$ cat src/rtl/bus_own_pkg.sv
package bus_own_pkg;
  typedef enum logic [2:0] {
    OWN_CPU    = 3'd0,
    OWN_DRAIN  = 3'd1,
    OWN_DETACH = 3'd2,
    OWN_GRANT  = 3'd3,
    OWN_FLOAT  = 3'd4,
    OWN_ALT    = 3'd5
  } own_state_e;
endpackage

$ cat src/rtl/req_line_sync.sv
module req_line_sync #(
  parameter int SYNC_STAGES = 2
) (
  input  logic clk,
  input  logic rst_n,
  input  logic line_in,
  output logic fall_seen
);
  localparam int LAST = SYNC_STAGES - 1;

  logic [LAST:0] stage_q;
  logic          prev_q;

  genvar gi;
  generate
    for (gi = 0; gi < SYNC_STAGES; gi++) begin : g_stage
      if (gi == 0) begin : g_first
        always_ff @(posedge clk or negedge rst_n) begin
          if (!rst_n) stage_q[gi] <= 1'b1;
          else        stage_q[gi] <= line_in;
        end
      end else begin : g_next
        always_ff @(posedge clk or negedge rst_n) begin
          if (!rst_n) stage_q[gi] <= 1'b1;
          else        stage_q[gi] <= stage_q[gi-1];
        end
      end
    end
  endgenerate

  always_ff @(posedge clk or negedge rst_n) begin
    if (!rst_n) prev_q <= 1'b1;
    else        prev_q <= stage_q[LAST];
  end

  // a low pulse starts where the synchronized level goes from high to low
  assign fall_seen = prev_q & ~stage_q[LAST];
endmodule

$ cat src/rtl/own_timer.sv
module own_timer #(
  parameter int W = 8
) (
  input  logic         clk,
  input  logic         rst_n,
  input  logic         load,
  input  logic [W-1:0] load_val,
  output logic         expired
);
  logic [W-1:0] cnt_q;

  always_ff @(posedge clk or negedge rst_n) begin
    if (!rst_n)              cnt_q <= '0;
    else if (load)           cnt_q <= load_val;
    else if (cnt_q != '0)    cnt_q <= cnt_q - 1'b1;
  end

  assign expired = (cnt_q == '0);
endmodule

$ cat src/rtl/own_fsm.sv
module own_fsm
  import bus_own_pkg::*;
(
  input  logic       clk,
  input  logic       rst_n,
  input  logic       fall_seen,
  input  logic       cpu_cycle_busy,
  input  logic       bus_strobe,
  input  logic       float_expired,
  input  logic       idle_expired,
  output own_state_e state,
  output logic       float_load,
  output logic       idle_load
);
  own_state_e state_q, state_d;
  logic       strobe_seen_q;

  always_comb begin
    state_d    = state_q;
    float_load = 1'b0;
    idle_load  = 1'b0;
    unique case (state_q)
      OWN_CPU:    if (fall_seen) state_d = OWN_DRAIN;
      OWN_DRAIN:  if (!cpu_cycle_busy) state_d = OWN_DETACH;
      OWN_DETACH: state_d = OWN_GRANT;
      OWN_GRANT: begin
        float_load = 1'b1;
        state_d    = OWN_FLOAT;
      end
      OWN_FLOAT: begin
        if (float_expired) begin
          idle_load = 1'b1;
          state_d   = OWN_ALT;
        end
      end
      OWN_ALT: begin
        if (fall_seen)
          state_d = OWN_CPU;
        else if (idle_expired && !strobe_seen_q && !bus_strobe)
          state_d = OWN_CPU;
      end
      default: state_d = OWN_CPU;
    endcase
  end

  always_ff @(posedge clk or negedge rst_n) begin
    if (!rst_n) begin
      state_q       <= OWN_CPU;
      strobe_seen_q <= 1'b0;
    end else begin
      state_q <= state_d;
      if (idle_load)
        strobe_seen_q <= 1'b0;
      else if (state_q == OWN_ALT && bus_strobe)
        strobe_seen_q <= 1'b1;
    end
  end

  assign state = state_q;
endmodule

$ cat src/rtl/bus_own_arbiter.sv
module bus_own_arbiter
  import bus_own_pkg::*;
#(
  parameter int FLOAT_CYC   = 4,
  parameter int IDLE_LIMIT  = 64,
  parameter int SYNC_STAGES = 2
) (
  input  logic clk,
  input  logic rst_n,
  input  logic bus_req_line,
  output logic bus_req_pull,
  input  logic cpu_cycle_busy,
  input  logic bus_strobe,
  output logic cpu_hold,
  output logic addr_oe,
  output logic data_oe,
  output logic ctrl_oe,
  output logic irq_mask
);
  // the float window must outlast the echo of the own grant through the synchronizer
  localparam int FLOAT_MIN = SYNC_STAGES + 1;
  localparam int FLOAT_EFF = (FLOAT_CYC < FLOAT_MIN) ? FLOAT_MIN : FLOAT_CYC;
  localparam int IDLE_EFF  = (IDLE_LIMIT < 1) ? 1 : IDLE_LIMIT;
  localparam int FW        = $clog2(FLOAT_EFF + 1);
  localparam int IW        = $clog2(IDLE_EFF + 1);
  localparam logic [FW-1:0] FLOAT_RELOAD = FW'(FLOAT_EFF - 1);
  localparam logic [IW-1:0] IDLE_RELOAD  = IW'(IDLE_EFF - 1);

  logic       fall_seen;
  logic       float_load, idle_load;
  logic       float_expired, idle_expired;
  own_state_e state;
  logic       cpu_drives;

  req_line_sync #(.SYNC_STAGES(SYNC_STAGES)) u_sync (
    .clk       (clk),
    .rst_n     (rst_n),
    .line_in   (bus_req_line),
    .fall_seen (fall_seen)
  );

  own_timer #(.W(FW)) u_float_tmr (
    .clk      (clk),
    .rst_n    (rst_n),
    .load     (float_load),
    .load_val (FLOAT_RELOAD),
    .expired  (float_expired)
  );

  own_timer #(.W(IW)) u_idle_tmr (
    .clk      (clk),
    .rst_n    (rst_n),
    .load     (idle_load),
    .load_val (IDLE_RELOAD),
    .expired  (idle_expired)
  );

  own_fsm u_fsm (
    .clk            (clk),
    .rst_n          (rst_n),
    .fall_seen      (fall_seen),
    .cpu_cycle_busy (cpu_cycle_busy),
    .bus_strobe     (bus_strobe),
    .float_expired  (float_expired),
    .idle_expired   (idle_expired),
    .state          (state),
    .float_load     (float_load),
    .idle_load      (idle_load)
  );

  assign cpu_drives   = (state == OWN_CPU) || (state == OWN_DRAIN);
  assign addr_oe      = cpu_drives;
  assign data_oe      = cpu_drives;
  assign ctrl_oe      = cpu_drives;
  assign cpu_hold     = (state != OWN_CPU);
  assign irq_mask     = (state != OWN_CPU);
  assign bus_req_pull = (state == OWN_GRANT);
endmodule

$ cat config.mk
export PLATFORM = sky130hd
export DESIGN_NAME = bus_own_arbiter
export DESIGN_NICKNAME = d
export VERILOG_FILES = /design/src/rtl/bus_own_pkg.sv /design/src/rtl/req_line_sync.sv /design/src/rtl/own_timer.sv /design/src/rtl/own_fsm.sv /design/src/rtl/bus_own_arbiter.sv
export SDC_FILE = /design/constraint.sdc
export NUM_CORES = 1
export LEC_CHECK = 0
export BUFFER_PORTS_ARGS = -buffer_cell sky130_fd_sc_hd__buf_2
export CAP_MARGIN = 20
export CORE_UTILIZATION = 50
export DETAILED_ROUTE_END_ITERATION = 8
export MAX_ROUTING_LAYER = met4
export PLACE_DENSITY = 0.76
export SLEW_MARGIN = 20
export SYNTH_ARGS = -nofsm -noshare
export SYNTH_HDL_FRONTEND = slang
export SYNTH_HIERARCHICAL = 1
export SYNTH_SLANG_ARGS = --single-unit
export TNS_END_PERCENT = 20
$ cat constraint.sdc
create_clock -name clk -period 3.05 [get_ports clk]
set_input_delay 0.61 -clock clk [delete_from_list [all_inputs] [get_ports clk]]
set_output_delay 0.61 -clock clk [all_outputs]
set_load 0.005 [all_outputs]
==> Word level (Yosys, flattened, before mapping) <==
Index checks and enable logic that the tools add are counted.
{ "totals": {"regBits": 17, "input_bits": 5, "output_inout_bits": 6, "elab_cells": 51} }
{ "op_classes": {"add_sub_neg": 2, "n_eq_ne": 9, "mux": 15, "bitwise_logic": 2, "reduce_logical": 16} }
{ "op_table": {"columns": ["cell", "count"], "rows": [
  ["$mux W3", 7],
  ["$pmux W3 S6", 1],
  ["$mux W7", 2],
  ["$logic_not A7 Y1", 1],
  ["$reduce_bool A7 Y1", 1],
  ["$sub A7 B1 Y7 const B", 1],
  ["$eq A3 B2 Y1 const B", 2],
  ["$eq A3 B3 Y1 const B", 2],
  ["$logic_not A3 Y1", 2],
  ["$ne A2 B2 Y1 const B", 3],
  ["$reduce_bool A2 Y1", 3],
  ["$reduce_bool A3 Y1", 2],
  ["$mux W1", 5],
  ["$reduce_and A4 Y1", 1],
  ["$eq A3 B1 Y1 const B", 1],
  ["$logic_and A1 B1 Y1", 3],
  ["$ne A3 B2 Y1 const B", 1],
  ["$sub A3 B1 Y3 const B", 1],
  ["$logic_not A1 Y1", 2],
  ["$and A1 B1 Y1", 1],
  ["$logic_or A1 B1 Y1", 1],
  ["$not A1 Y1", 1]
]} }

==> Logic depth before layout (Yosys ltp) <==
Gate-level depths: netlist of the first run.
{ "logic_depth": {"depth_word": 6, "mapped_depth": 9, "ltp_nobuf": 8} }

==> Modules after synthesis <==
Netlist of the first run, hierarchy kept.
{ "modules_own_cells": {"columns": ["module", "n_inst", "cells_each", "area_each_um2", "seq_area_each_um2"], "rows": [
  ["own_timer (u_idle_tmr)", 1, 43, 434.2, 175.2],
  ["own_fsm", 1, 26, 232.7, 100.1],
  ["own_timer (u_float_tmr)", 1, 21, 200.2, 75.1],
  ["req_line_sync", 1, 4, 92.6, 78.8],
  ["bus_own_arbiter", 1, 8, 50.0, 0.0]
]} }

==> Worst setup path after synthesis of the first run <==
Ideal clock, no wire load.
{ "synth_timing": {"kind": "register to register", "start": "register u_idle_tmr.cnt_q[3]", "end": "register u_fsm.state_q[2] (netlist: u_fsm/state[2])", "setup_time_ps": 137, "arrival_ps": 1536, "required_time_ps": 2913, "setup_slack_ps": 1377, "path_stages_with_launch": 6, "n_path_buf": 0, "period_less_slack_ps": 1673, "path_cell_list": "dfrtp_1 > or4_4 > nor2_1 > nor3b_1 > or4b_4 > o221ai_1"} }
{ "synth_via": {"elab_chain_len": 5} }
{ "synth_lines": {"columns": ["item", "line_no", "text"], "rows": [
  ["start, declared", "own_timer.sv:10", "logic [W-1:0] cnt_q;"],
  ["start signal, assigned", "own_timer.sv:14", "else if (load) cnt_q <= load_val;"],
  ["start signal, assigned", "own_timer.sv:15", "else if (cnt_q != '0) cnt_q <= cnt_q - 1'b1;"],
  ["$logic_not A7 Y1", "own_timer.sv:18", "assign expired = (cnt_q == '0);"],
  ["via idle_expired", "bus_own_arbiter.sv:31", "logic float_expired, idle_expired;"],
  ["$logic_and A1 B1 Y1 (2 in series)", "own_fsm.sv:39", "else if (idle_expired && !strobe_seen_q && !bus_strobe)"],
  ["$ne A3 B2 Y1 (no source line)", null, null],
  ["$reduce_and A4 Y1 (no source line)", null, null],
  ["end signal, assigned", "own_fsm.sv:51", "state_q <= state_d;"],
  ["end, declared", "own_fsm.sv:15", "own_state_e state_q, state_d;"]
]} }
The timed path passes the listed nets, and every way through them passes these cells.
A chain may end at the register's enable or synchronous reset.

==> Worst setup path after layout of the first run <==
{ "layout_timing": {"start": "register u_float_tmr.cnt_q[1]", "end": "register u_idle_tmr.cnt_q[3]"} }
{ "layout_via": {"elab_chain_len": 4, "elab_cells_between_ends": 5, "classes_between": "mux (3); reduce/logical (2)"} }
{ "layout_lines": {"columns": ["item", "line_no", "text"], "rows": [
  ["start, declared", "own_timer.sv:10", null],
  ["start signal, assigned", "own_timer.sv:14", null],
  ["start signal, assigned", "own_timer.sv:15", null],
  ["$logic_not A3 Y1 (*)", "own_timer.sv:18", null],
  ["via float_expired", "bus_own_arbiter.sv:31", null],
  ["$mux W1 (*)", "own_fsm.sv:31", "if (float_expired) begin"],
  ["$mux W1 (*)", "own_fsm.sv:22", "unique case (state_q)"],
  ["via idle_load", "bus_own_arbiter.sv:30", "logic float_load, idle_load;"],
  ["$mux W7 or $reduce_bool A2 Y1 (tied branches)", null, null]
]} }
The timed path passes the listed nets; every way through them passes the cells marked *.

==> reports/summary.md, run 1 <==
In this run, post-CTS repair resized a total of 0 instances. The congestion estimate from routability-driven global placement came to 0.803. The routed length per placed instance works out to 12.4 um.

Clock skew on the completed layout was measured at 4.75 ps. The clock drives 17 sinks. The clock input transition at the sequential cells of the worst setup and hold paths is 100 ps, and the number of buffer and inverter instances along the worst setup path is 2. The number of library cell types mapped by synthesis is 41. The tools report the final hold slack as 227 ps.

For the number of inserted diodes, the log shows 0. The largest total area in the synthesized netlist belongs to sky130_fd_sc_hd__dfrtp_1. The run gives 0 as the number of maximum-capacitance constraint violations. The quantity of hold-fixing buffers added after cts came out at 0. The relative area change from synthesis to final layout was 9.42%; the post-synthesis sequential element count was 17. The first global-routing pass estimated 2.86 mm of wire. The actual slew at the worst max-slew pin was 782 ps.

Synthesis produced a netlist whose cell count is 102. The maximum buffer depth of the clock tree was 2. The timing-limited maximum frequency is 490 MHz. The worst setup path is launched from a flip-flop. The later-pin clock latency in the skew report is 280 ps, and the number of gates on the worst path with buffers counted is 8.

The shortest clock period the worst path allows after layout works out to 2040 ps. The number of cell instances on the worst register-to-register path is 8, and the post-route fraction of the period consumed by the critical path is 67.0%. Fill cells in the final layout number 160. The routed via count divided by cell count came out at 5.39. Counting instances in the post-synthesis netlist gives the leading cell types as 14 x sky130_fd_sc_hd__dfrtp_1, 9 x sky130_fd_sc_hd__inv_1, 7 x sky130_fd_sc_hd__nor2_1. The run finished with clean final reports. TritonCTS built the clock tree. The first routing iteration left 10 violations. For the final antenna-violating net count, the log shows 0.

The worst-path cell with the longest stage delay was sky130_fd_sc_hd__nor2_1. Power spread over the standard cell area amounts to 964 nW/um^2. The H-tree depth reported by CTS was 1. Sorting the synthesized cells by area gives the leading types as sky130_fd_sc_hd__dfrtp_1 35%, sky130_fd_sc_hd__dfstp_2 7.8%, sky130_fd_sc_hd__ha_1 5.0%, sky130_fd_sc_hd__inv_1 3.3%, sky130_fd_sc_hd__nor2b_1 3.1%.

Once the clock tree was built, the setup fixing pass inserted 0 buffers. The via count of the first global-routing pass was 668; the worst-path maximum fanout was 14. The worst-case IR drop observed on VDD is 445 uV. The proportion of layout cells with a drive suffix above 1 works out to 18.6%.

Vias after detailed routing: 771. The worst pin sits at a relative slew slack of 47.7%. The critical path endpoint category is a flip-flop. In the synthesized netlist the dominant register cell turns out to be sky130_fd_sc_hd__dfrtp_1. Category of the critical setup timing path: flip-flop to flip-flop.

The arrival time at the worst endpoint was 2220 ps; the die area was 2200 um^2. The pin count of the biggest net entering global routing was 18. The total wirelength of the detailed-routed design was 1.77 mm.

The number of port buffers is 10. Grouping stages by cell kind, the critical path spends the most delay in simple AND/OR/NAND/NOR gates. The Yosys step of the flow raised 6 warnings. Setup repair after global routing left no endpoint under its margin.

The max-slew violation count was 0. The library cell with the highest instance count after synthesis was sky130_fd_sc_hd__dfrtp_1. Pin placement for this block handled 11 I/O pins.

The top-area cell type share of the netlist area came out at 34.7%. The stage delay of the slowest cell on the critical path works out to 630 ps. After the last flow step, the layout net total stands at 128. The detailed-routing iteration count for the pre-antenna-repair pass is 3, and the total chip power is 1.06 mW. The mean post-synth cell area was 9.90 um^2; the die width was 46.9 um.

Adding up every negative setup slack in the final design gives 0 ps. The die is 46.9 um tall. The count of final hold-check violations is 0, and the CTS buffer count is 3. The share of flip-flops with an asynchronous set or reset was 100%; the core footprint was 1800 um^2. The overall overflow remaining after global route came out at 0. The post-synthesis instance area was 1010 um^2; the leakage power was 0.495 nW. The critical path goes through inv_1 -> ha_1 -> nand2b_1 -> inv_1 -> nand3b_1 -> nor2_1 -> a221oi_1 -> a21o_1.

Setup violations remaining at the end of the flow were counted as 0. The sequential share of the synthesized area is 42.5%. For the initial antenna violation count, the log shows 0. The required arrival time at the worst endpoint was 3230 ps.

Detailed placement ended at an HPWL of 1.30 mm. Clock tree synthesis selected as its root buffer the cell sky130_fd_sc_hd__clkbuf_4. In this run, synthesis inferred 0 flip-flops with an integrated enable.

The run gives 15 as the number of cell rows. The initial core utilization is 56.0%. The min-delay analysis places its worst path in the category primary input to asynchronous set/reset pin.

Across every metal layer, demand over resource in global routing totals 19.3%. The remaining design rule violation count is 0. In this design, the critical path's most frequently occurring cell is sky130_fd_sc_hd__inv_1.
-- cell type report --
cell class | count | area, um^2 | share of cell area (%)
timing repair buffer | 10 | 50.0 | 4.53
clock buffer | 4 | 26.3 | 2.38
multi-input combinational | 78 | 534 | 48.4
tap | 25 | 31.3 | 2.83
sequential | 17 | 429 | 38.8
inverter | 9 | 33.8 | 3.06
-- metrics by stage --
| stage | instances | utilization (%) | setup slack, ps | instance area [um^2] |
|---|---|---|---|---|
| after detailed placement | 139 | 59.9 | 1020 | 1080 |
| after floorplan | 110 | - | 1380 | 1040 |
| after CTS | 143 | 61.3 | 1010 | 1100 |
| after global routing | 143 | 61.3 | 757 | 1100 |
| after global placement | 139 | 59.9 | 1160 | 1080 |
| final | 143 | 61.3 | 1010 | 1100 |
-- placed cells by master, fill, tap and decap left out, types with 3 or more instances in the layout --
| master | n |
|---|---|
| sky130_fd_sc_hd__a31oi_1 | 3 |
| sky130_fd_sc_hd__clkbuf_4 | 3 |
| sky130_fd_sc_hd__a21oi_1 | 5 |
| sky130_fd_sc_hd__nor3b_1 | 3 |
| sky130_fd_sc_hd__nor2b_1 | 5 |
| sky130_fd_sc_hd__nor2_1 | 7 |
| sky130_fd_sc_hd__ha_1 | 4 |
| sky130_fd_sc_hd__nand2_1 | 5 |
| sky130_fd_sc_hd__inv_1 | 9 |
| sky130_fd_sc_hd__nand2b_1 | 4 |
| sky130_fd_sc_hd__o31ai_1 | 4 |
| sky130_fd_sc_hd__buf_2 | 10 |
| sky130_fd_sc_hd__conb_1 | 10 |
| sky130_fd_sc_hd__dfstp_2 | 3 |
| sky130_fd_sc_hd__dfrtp_1 | 14 |
-- flip-flops by register name, indices dropped and copies added (netlist names) --
register / flops
u_idle_tmr/cnt_q: 7
u_float_tmr/cnt_q: 3
u_fsm/state: 3
u_sync/stage_q: 2
u_fsm/strobe_seen_q: 1
u_sync/prev_q: 1
-- where the power goes --
group | switching (mW) | internal (mW) | leakage, nW
clock network | 0.0681 | 0.0507 | 0.0150
logic | 0.241 | 0.252 | 0.281
registers | 0.127 | 0.326 | 0.199
-- routing by layer --
layer / track usage [%] / routed length (um) / up-vias
li1: - / - / 388
met1: 26.9 / 954 / 367
met2: 26.7 / 755 / 14
met3: 5.38 / 55 / 2
met4: 6.86 / 6 / 0
met5: - / 0 / -
-- final timing paths --
path | startpoint | to | slack, ps
min in group clk | u_sync/stage_q[0] | u_sync/stage_q[1] | 360
setup reg to reg | u_float_tmr/cnt_q[1] | u_idle_tmr/cnt_q[3] | 1010
hold / removal | rst_n | u_idle_tmr/cnt_q[4] | 230
setup / recovery | u_float_tmr/cnt_q[1] | u_idle_tmr/cnt_q[3] | 1010
max in group asynchronous | rst_n | u_sync/stage_q[0] | 2510
hold reg to reg | u_sync/stage_q[0] | u_sync/stage_q[1] | 360
-- worst reg2reg max path, cell delays in order, from the launching register on --
cell and delay (ps):
sky130_fd_sc_hd__dfrtp_1 410, sky130_fd_sc_hd__inv_1 90, sky130_fd_sc_hd__ha_1 210, sky130_fd_sc_hd__nand2b_1 110, sky130_fd_sc_hd__inv_1 60, sky130_fd_sc_hd__nand3b_1 110
sky130_fd_sc_hd__nor2_1 630, sky130_fd_sc_hd__a221oi_1 120, sky130_fd_sc_hd__a21o_1 190
-- cell families after synthesis --
| family | after synthesis | synth area share [%] |
|---|---|---|
| and+or+nand+nor | 37 | 25.0 |
| xor gates and xnor gates | 2 | 1.74 |
| DFF | 17 | 42.5 |
| other | 2 | 0.744 |
| adders and majority gates | 4 | 4.96 |
| AOI/OAI and AO/OA | 25 | 17.5 |
| buffers and inverters | 15 | 7.56 |
Note: power is estimated with default switching activity, not from simulation.
==> inputs of run 2 (changes only) <==
- clock period: 3.05 -> 1.9 ns (I/O delays scaled with it)
==> run 2 against run 1 <==
Fmax is 12% higher. Core utilization is 2.4 points higher. Global-route usage is 2.1 points higher. First-iteration DRC count grew to 2.5 times the previous value. Setup slack worse by 930 ps.
==> reports/summary.md, run 2 (synthesis results as in run 1) <==
The run finished with clean final reports. The initial antenna violation count is 0 (unchanged), and the number of inserted diodes is 0 (unchanged). The layout net count was 133 (was 128); the first-pass GRT wire length was 3.13 mm (was 2.86 mm).

The logs give 11 (unchanged) for the number of top-level pins and 17 (unchanged) for the TritonCTS sink count. TritonCTS built the clock tree. The tools report the cell at the root of the clock tree as sky130_fd_sc_hd__clkbuf_4 (unchanged). Top register by number of flip-flops: u_idle_tmr/cnt_q (unchanged).

The routed via count divided by cell count was 5.44 (was 5.39). The number of DRC markers after the initial detailed-route iteration was 25 (was 10); the arrival time at the worst endpoint was 2020 ps (was 2220 ps). The run gives 1.91 mm (was 1.77 mm) as the total wirelength of the detailed-routed design. The global-route usage over all layers was 21.4% (was 19.3%); the clock input transition at the sequential cells of the worst setup and hold paths was 110 ps (was 100 ps). The via count of the first global-routing pass was 728 (was 668). Most frequent cells in the layout: 14 x sky130_fd_sc_hd__dfrtp_1, 10 x sky130_fd_sc_hd__buf_2, 10 x sky130_fd_sc_hd__conb_1 (unchanged). The routed length per placed instance was 12.9 um (was 12.4 um).

The tools report the max-slew violation count as 0 (unchanged). The final antenna-violating net count came out at 0 (unchanged). Number of maximum-capacitance constraint violations: 0 (unchanged). For the remaining design rule violation count, the log shows 0 (unchanged). The proportion of layout cells with a drive suffix above 1 came out at 22.0% (was 18.6%).

The worst-path maximum fanout was 4 (was 14); the detailed-routing iteration count for the pre-antenna-repair pass was 4 (was 3). The initial core utilization was 56.0% (unchanged); the shortest clock period the worst path allows after layout was 1820 ps (was 2040 ps). The final total negative setup slack is 0 ps (unchanged), and the vias after detailed routing is 805 (was 771). The CTS buffer count was 3 (unchanged). Total chip power: 1.80 mW (was 1.06 mW).

Setup repair after global routing left no endpoint under its margin. The post-route fraction of the period consumed by the critical path was 95.7% (was 67.0%); the net switching component of the power was 0.744 mW (was 0.436 mW). The area of the multi-input gates came out at 537 um^2 (was 534 um^2). The worst max-slew margin expressed relative to the limit is 66.1% (was 47.7%). Relative area change from synthesis to final layout: 13.6% (was 9.42%). The tools report the cell internal power dissipation as 1.05 mW (was 0.629 mW).

The number of endpoints failing setup at the final stage was 0 (unchanged). The tools report the detailed placer's ending HPWL as 1.38 mm (was 1.30 mm). For the clock skew after layout, the log shows 8.87 ps (was 4.75 ps). The tools report the later-pin clock latency in the skew report as 290 ps (was 280 ps). Worst min-delay path category: primary input to flip-flop (was primary input to asynchronous set/reset pin). The register cell area after layout was 429 um^2 (unchanged); the actual slew at the worst max-slew pin was 504 ps (was 782 ps).

The proportion of power drawn by the clock network was 10.9% (was 11.2%). Die area: 2200 um^2 (unchanged). The switching share of power is 41.4% (was 40.9%), and the die extent in y is 46.9 um (unchanged). The timing-limited maximum frequency came out at 550 MHz (was 490 MHz). The critical path endpoint category was a flip-flop (unchanged). The number of cell rows came out at 15 (unchanged). The H-tree depth reported by CTS came out at 1 (unchanged). The required arrival time at the worst endpoint is 2100 ps (was 3230 ps), and the routability congestion estimate is 0.860 (was 0.803).

The leakage power was 0.519 nW (was 0.495 nW). For the core footprint, the log shows 1800 um^2 (unchanged). Die width: 46.9 um (unchanged). The count of final hold-check violations was 0 (unchanged); the pin count of the biggest net entering global routing was 18 (unchanged).

Category of the critical setup timing path: flip-flop to flip-flop (unchanged). The number of fill cells is 159 (was 160). The number of flip-flops in the largest register is 7 (unchanged). The power per cell area came out at 1570 nW/um^2 (was 964 nW/um^2). The most common library cell in the layout ignoring fill and taps is sky130_fd_sc_hd__dfrtp_1 (unchanged).

Type of element launching the critical path: a flip-flop (unchanged). The tools report the maximum buffer depth of the clock tree as 2 (unchanged). The number of port buffers was 10 (unchanged).

Maximum resistive drop on vdd: 681 uV (was 445 uV). For the overall overflow remaining after global route, the log shows 0 (unchanged). The logs give 49.9% (was 46.3%) for the part of the power in combinational logic and 39.2% (was 42.6%) for the power share of the sequential group.
## run 2: what timing repair did
item / 4_1_cts / 5_1_grt
hold endpoints to repair: 14 / 0
setup endpoints to repair: 0 / 2
resized for setup: 0 / 1
setup buffers: 0 / 1
hold buffers: 1 / 0
## run 2: area by class of cell
class / count / area share [%]
multi-input combinational: 78 / 46.8
sequential: 17 / 37.4
timing repair buffer: 15 / 7.85
inverter: 9 / 2.94
tap: 25 / 2.73
clock buffer: 4 / 2.29
## run 2: per-stage QoR
step | area, um^2 | setup WS [ps] | utilization [%] | std cells | hold slack (ps)
3_3_place_gp | 1100 | 149 | 61.1 | 142 | 318
2_1_floorplan | 1040 | 227 | - | 110 | 84.4
5_1_grt | 1150 | 16.7 | 63.7 | 148 | 163
4_1_cts | 1140 | 92.5 | 63.1 | 147 | 165
3_5_place_dp | 1100 | 93.0 | 61.1 | 142 | 320
6_report | 1150 | 81.5 | 63.7 | 148 | 184
## run 2: per-layer routing
layer  GRT usage, %  part of all wire, %
met3           5.38                  3.8
met1           26.8                   46
met5              -                    0
met2           32.8                   49
met4           9.14                  1.1
## run 2: worst max-delay path: stages, from the launching register on
cell,delay (ps)
sky130_fd_sc_hd__dfrtp_1,380
sky130_fd_sc_hd__inv_1,90
sky130_fd_sc_hd__ha_1,230
sky130_fd_sc_hd__nand2b_1,150
sky130_fd_sc_hd__nor2_2,70
sky130_fd_sc_hd__nor3b_1,130
sky130_fd_sc_hd__or4b_4,480
sky130_fd_sc_hd__a32oi_1,180
## run 2: power by group through the flow
stage	registers, mW	logic [mW]	clock network, mW
2_1_floorplan	0.650	0.712	0
3_3_place_gp	0.697	0.816	0
3_5_place_dp	0.706	0.864	0
4_1_cts	0.697	0.877	0.208
5_1_grt	0.726	1.00	0.222
6_report	0.704	0.896	0.197
## run 2: path summary, 6_finish.rpt
path / startpoint / depth (start not counted) / to / slack (ps)
setup / recovery: u_idle_tmr/cnt_q[1] / 7 / u_fsm/state[0] / 80
hold / removal: bus_req_line / 1 / u_sync/stage_q[0] / 180
setup reg to reg: u_idle_tmr/cnt_q[1] / 7 / u_fsm/state[0] / 80
hold reg to reg: u_sync/stage_q[0] / 0 / u_sync/stage_q[1] / 360
max in group asynchronous: rst_n / 2 / u_sync/stage_q[0] / 1060
min in group asynchronous: rst_n / 2 / u_idle_tmr/cnt_q[0] / 520
